## src/rtl/spi_cs_pkg.sv

```systemverilog
package spi_cs_pkg;
  // Commands from control to the select-line datapath for one cycle.
  typedef struct packed {
    logic releaseAll;     // every line to inactive
    logic releaseOthers;  // non-selected lines to inactive
    logic assertSel;      // selected line to active
    logic releaseSel;     // selected line to inactive (wins over assertSel)
  } csCmd_t;
endpackage

```

## src/rtl/spi_cs_ctrl.sv

```systemverilog
module spi_cs_ctrl
  import spi_cs_pkg::*;
#(
  parameter int NUM_CS = 4,
  parameter int INT_W  = 8,
  parameter int STAT_W = 4,
  parameter int CNT_W  = 3,
  localparam int SEL_W = $clog2(NUM_CS)
) (
  input  logic              clk,
  input  logic              rstN,
  input  logic              enable,
  input  logic [SEL_W-1:0]  chanSel,
  input  logic [NUM_CS-1:0] waveCtl,
  input  logic              flushStart,
  input  logic              burstStart,
  input  logic              burstEnd,
  input  logic              txEmpty,
  input  logic              xchSet,
  input  logic              rxOverflow,
  input  logic              intEnWr,
  input  logic [INT_W-1:0]  intEnData,
  input  logic              statWr,
  input  logic [STAT_W-1:0] statWrData,
  output csCmd_t            cmd,
  output logic              tcFlag,
  output logic              roFlag,
  output logic              xchBusy
);
  localparam logic [CNT_W-1:0] CNT_MAX = '1;

  logic [CNT_W-1:0] flushCnt;
  logic multiMode;
  logic zeroRelease;

  assign multiMode   = waveCtl[chanSel];
  assign zeroRelease = intEnWr && (intEnData == '0) && (flushCnt > CNT_W'(1));

  always_comb begin
    cmd.releaseAll    = !enable;
    cmd.releaseOthers = flushStart;
    cmd.assertSel     = burstStart;
    cmd.releaseSel    = (burstEnd && !multiMode) || zeroRelease;
  end

  always_ff @(posedge clk or negedge rstN) begin
    if (!rstN) begin
      flushCnt <= '0;
    end else if (!enable || zeroRelease) begin
      flushCnt <= '0;
    end else if (flushStart && multiMode && flushCnt != CNT_MAX) begin
      flushCnt <= flushCnt + CNT_W'(1);
    end
  end

  always_ff @(posedge clk or negedge rstN) begin
    if (!rstN) begin
      tcFlag  <= 1'b0;
      roFlag  <= 1'b0;
      xchBusy <= 1'b0;
    end else if (!enable) begin
      tcFlag  <= 1'b0;
      roFlag  <= 1'b0;
      xchBusy <= 1'b0;
    end else begin
      if (txEmpty)                       tcFlag <= 1'b1;
      else if (statWr && statWrData[0])  tcFlag <= 1'b0;
      if (rxOverflow)                    roFlag <= 1'b1;
      else if (statWr && statWrData[1])  roFlag <= 1'b0;
      if (txEmpty)                       xchBusy <= 1'b0;
      else if (xchSet)                   xchBusy <= 1'b1;
    end
  end
endmodule

```

## src/rtl/spi_cs_datapath.sv

```systemverilog
module spi_cs_datapath
  import spi_cs_pkg::*;
#(
  parameter int NUM_CS = 4,
  parameter logic [NUM_CS-1:0] RESET_POL = '0,
  localparam int SEL_W = $clog2(NUM_CS)
) (
  input  logic              clk,
  input  logic              rstN,
  input  csCmd_t            cmd,
  input  logic [SEL_W-1:0]  chanSel,
  input  logic [NUM_CS-1:0] csPolarity,
  output logic [NUM_CS-1:0] csOut
);
  logic [NUM_CS-1:0] activeQ;
  logic [NUM_CS-1:0] activeNext;
  logic [NUM_CS-1:0] selMask;

  assign selMask = NUM_CS'(1) << chanSel;

  always_comb begin
    activeNext = activeQ;
    if (cmd.releaseAll) begin
      activeNext = '0;
    end else begin
      if (cmd.releaseOthers) activeNext = activeNext & selMask;
      if (cmd.assertSel)     activeNext = activeNext | selMask;
      if (cmd.releaseSel)    activeNext = activeNext & ~selMask;
    end
  end

  always_ff @(posedge clk or negedge rstN) begin
    if (!rstN) activeQ <= '0;
    else       activeQ <= activeNext;
  end

  // One output register per line: active drives the polarity level.
  for (genvar i = 0; i < NUM_CS; i++) begin : g_line
    always_ff @(posedge clk or negedge rstN) begin
      if (!rstN) csOut[i] <= ~RESET_POL[i];
      else       csOut[i] <= activeNext[i] ? csPolarity[i] : ~csPolarity[i];
    end
  end
endmodule

```

## src/rtl/spi_cs_seq.sv

```systemverilog
module spi_cs_seq
  import spi_cs_pkg::*;
#(
  parameter int NUM_CS = 4,
  parameter int INT_W  = 8,
  parameter int STAT_W = 4,
  parameter int CNT_W  = 3,
  parameter logic [NUM_CS-1:0] RESET_POL = '0,
  localparam int SEL_W = $clog2(NUM_CS)
) (
  input  logic              clk,
  input  logic              rstN,
  input  logic              enable,
  input  logic [SEL_W-1:0]  chanSel,
  input  logic [NUM_CS-1:0] csPolarity,
  input  logic [NUM_CS-1:0] waveCtl,
  input  logic              flushStart,
  input  logic              burstStart,
  input  logic              burstEnd,
  input  logic              txEmpty,
  input  logic              xchSet,
  input  logic              rxOverflow,
  input  logic              intEnWr,
  input  logic [INT_W-1:0]  intEnData,
  input  logic              statWr,
  input  logic [STAT_W-1:0] statWrData,
  output logic [NUM_CS-1:0] csOut,
  output logic              tcFlag,
  output logic              roFlag,
  output logic              xchBusy
);
  csCmd_t cmd;

  spi_cs_ctrl #(
    .NUM_CS(NUM_CS), .INT_W(INT_W), .STAT_W(STAT_W), .CNT_W(CNT_W)
  ) u_ctrl (
    .clk(clk), .rstN(rstN), .enable(enable), .chanSel(chanSel),
    .waveCtl(waveCtl), .flushStart(flushStart), .burstStart(burstStart),
    .burstEnd(burstEnd), .txEmpty(txEmpty), .xchSet(xchSet),
    .rxOverflow(rxOverflow), .intEnWr(intEnWr), .intEnData(intEnData),
    .statWr(statWr), .statWrData(statWrData), .cmd(cmd),
    .tcFlag(tcFlag), .roFlag(roFlag), .xchBusy(xchBusy)
  );

  spi_cs_datapath #(
    .NUM_CS(NUM_CS), .RESET_POL(RESET_POL)
  ) u_dp (
    .clk(clk), .rstN(rstN), .cmd(cmd), .chanSel(chanSel),
    .csPolarity(csPolarity), .csOut(csOut)
  );
endmodule

```

## config.mk

```make
export PLATFORM = sky130hd
export DESIGN_NAME = spi_cs_seq
export DESIGN_NICKNAME = d
export VERILOG_FILES = /design/src/rtl/spi_cs_pkg.sv /design/src/rtl/spi_cs_ctrl.sv /design/src/rtl/spi_cs_datapath.sv /design/src/rtl/spi_cs_seq.sv
export SDC_FILE = /design/constraint.sdc
export NUM_CORES = 1
export LEC_CHECK = 0
export ABC_AREA = 1
export BUFFER_PORTS_ARGS = -buffer_cell sky130_fd_sc_hd__buf_2
export CORE_UTILIZATION = 48
export DETAILED_ROUTE_END_ITERATION = 10
export MAX_ROUTING_LAYER = met4
export PLACE_DENSITY = 0.83
export SYNTH_ARGS = -nofsm -noshare
export SYNTH_HDL_FRONTEND = slang
export SYNTH_SLANG_ARGS = --single-unit
```

## constraint.sdc

```tcl
create_clock -name clk -period 2.23 [get_ports clk]
set_input_delay 0.5575 -clock clk [delete_from_list [all_inputs] [get_ports clk]]
set_output_delay 0.5575 -clock clk [all_outputs]
set_load 0.02 [all_outputs]
```

==> summary.md <==
| Metric | Value |
|---|---|
| Status | finished, final reports clean |
| Clk root buf | clkbuf_4 |
| Clock Sink Count | 14 |
| Ys async rst share | 1.00 |
| Post-Syn Area | 813 um^2 |
| XOR/XNOR Fraction of Synth Area | 0.0108 |
| Clock skew | 0.00321 ns |
| H-tree Lvls | 1 |
| Fin. Hold Viols | 0 |
| Crit Path Class | reg2out |
| Post-synth EDFFs | 0 |
| Syn Area/Cell | 7.07 um^2 |
| Unrepaired setup endpoints after global routing | no |
| Synthesis-to-finish area growth | 29.7% |
| Yosys top cell by area | dfrtp_1 |
| Ant. Diodes | 0 |
| DP Wirelength | 1.40 mm |
| Area share of fa/ha/maj cells after synthesis | 0.0462 |
| Largest family of logic cells by synthesized area | simple AND/OR/NAND/NOR gates |
| Max stage delay cell, worst path | dfstp_2 |
| Count of final max-slew check failures | 0 |
| Vias | 837 |
| Mux share of post-synthesis cell area | 0 |
| Final setup vio count | 0 |
| Pin count of the biggest net entering global routing | 15 |
| WL final | 1.78 mm |
| Worst Setup Start Kind | flip-flop |
| Pleak | 0.000660 uW |
| ANT nets after route | 0 |
| DR WL/cell | 10.4 um |
| Antenna violations before repair | 0 |
| # rows | 14 |
| Synth unique cells | 17 |
| Hold Slack | 0.150 ns |
| Bufs and invs on worst path | 1 |
| Most frequent cells after synthesis | nand2_1, inv_1, nor2_1 |
| Routability cong. | 0.791 |
| Top cell type's share of synthesized area | 0.308 |
| FF-to-FF path depth | 6 |
| DRC violation count after routing | 0 |
| Pwr dens | 547 nW/um^2 |
| Total CTS buffers | 3 |
| Final worst path period share | 0.683 |
| Num ports | 40 |
| Slowest stage delay, CP | 0.53 ns |
| DP Worst Slack | 0.712 ns |
| Final setup margin | 0.707 ns |
| Worst EP arrival | 0.97 ns |
| Mapped Nets | 151 |
| Slew headroom | 0.787 |
| Worst Hold Class | in2async |
| Pre-antenna DRT Iters | 4 |
| Seq/Total Area, Yosys | 0.437 |
| Worst-path clk slew | 0.09 ns |
| Crit Path Max Fanout | 1 |
| Cell count after synthesis | 115 |
| I/O Buffers | 37 |
| Synth top area cells | dfrtp_1, nand2_1, dfstp_2 |
| Final #Nets | 193 |
| Post-placement cell area | 1020 um^2 |
| Grt total ovfl | 0 |
| Vias per cell | 4.87 |
| Share of layout cells above drive strength 1 | 0.321 |
| Fin area | 1050 um^2 |
| Die W | 43.2 um |
| Die height | 43.2 um |
| Top cell family by delay on the critical path | flip-flops |
| #FFs+latches synth | 14 |
| Ys Warns | 0 |
| Max-cap violations | 0 |
| Complex-gate fraction of the synthesized area | 0.0692 |
| Synth Area in Simple Gates | 0.345 |
| Clock tree buffer depth | 2 |
| Crit-path cells | buf_2 |
| Critical register-to-register path endpoint | u_ctrl.flushCnt[1] |
| CTS tree | done |
| Maximum vdd drop | 0.426 mV |
| Clock latency on the worst-skew pair | 0.28 ns |
| Die area | 1860 um^2 |
| Worst EP required | 1.67 ns |
| Vias in the first global route | 813 |
| Fill cells | 148 |
| Layout Utilization | 0.684 |
| Most numerous cell in the Yosys netlist | nand2_1 |
| Core area | 1540 um^2 |
| Iter 0 DRT Violations | 16 |
| Max Freq | 656 MHz |
| Critical R2R Launch | u_ctrl.flushCnt[0] |
| Setup crit end kind | output port |
| Starting Density | 0.528 |
| Postcts setup bufs | 0 |
| Minimum clock period | 1.52 ns |
| Gr usage total | 0.228 |
| Global-route wire length before repair | 3.07 mm |
| # hold bufs at CTS | 0 |
| Total Neg Setup Slack | 0 ns |
| Worst slew pin tran | 0.320 ns |
| FF-to-FF setup slack | 0.73 ns |
| Dominant synthesized flop cell | dfrtp_1 |
| Post-cts sizing count | 0 |
==> worst max path at each step <==
stage,end,from,depth (start not counted),slack (ns)
3_3_place_gp,u_dp.csOut[1],intEnData[1],9,0.73
3_5_place_dp,u_ctrl.flushCnt[1],chanSel[0],9,0.71
6_report,csOut[2],u_dp.csOut[2],1,0.71
4_1_cts,csOut[2],u_dp.csOut[2],1,0.70
5_1_grt,u_ctrl.flushCnt[1],u_ctrl.flushCnt[0],6,0.64
2_1_floorplan,u_ctrl.flushCnt[1],u_ctrl.flushCnt[0],6,0.84
==> registers in the layout (all words and copies together), names as in the netlist <==
register	count
u_dp.csOut	4
u_dp.activeQ	4
u_ctrl.xchBusy	1
u_ctrl.tcFlag	1
u_ctrl.roFlag	1
u_ctrl.flushCnt	3
==> metal layers <==
| metal | GRT usage | vias up | routed length (um) |
|---|---|---|---|
| li1 | - | 431 | - |
| met4 | 0.0970 | 0 | 14 |
| met5 | - | - | 0 |
| met2 | 0.397 | 18 | 957 |
| met1 | 0.247 | 386 | 742 |
| met3 | 0.0468 | 2 | 70 |
==> cells in the final DEF (no fill, tap or decap) <==
cell	instances
o21bai_1	1
dfstp_2	4
nand2_2	4
nand2_1	39
nor2_1	13
buf_2	37
nor3b_1	1
or2_0	1
clkbuf_8	1
nor3_1	1
a21oi_2	1
a21oi_1	7
or2_1	1
dfrtp_1	10
ha_1	3
inv_1	20
o21ai_0	1
clkbuf_4	3
xor2_1	1
nand3_1	7
==> where the power goes <==
| group | internal [uW] | switching (uW) |
|---|---|---|
| Combinational | 46.5 | 64.7 |
| Clock | 99.4 | 89.0 |
| Sequential | 271 | 7.01 |
==> cells by family after synthesis <==
| family | Yosys count |
|---|---|
| adder cells (fa/ha/maj) | 3 |
| buffers and inverters | 20 |
| flip-flops | 14 |
| AO/OA/AOI/OAI | 10 |
| AND/OR/NAND/NOR | 67 |
| XOR/XNOR | 1 |
==> cell type report <==
cell class / instances / area, um^2 / share of cell area
Timing Repair Buffer: 37 / 185 / 0.176
Tap cell: 16 / 20.0 / 0.0190
Clock buffer: 4 / 36.3 / 0.0344
Inverter: 20 / 75.1 / 0.0712
Sequential cell: 14 / 355 / 0.337
Multi-Input combinational cell: 81 / 383 / 0.363
==> per-stage QoR <==
step                      instances  total power (uW)
final                           172               577
after global placement          168               389
after global routing            172               604
after CTS                       172               581
after floorplan                 115               341
after detailed placement        168               395
No activity file was read; power rests on OpenSTA's default activity.
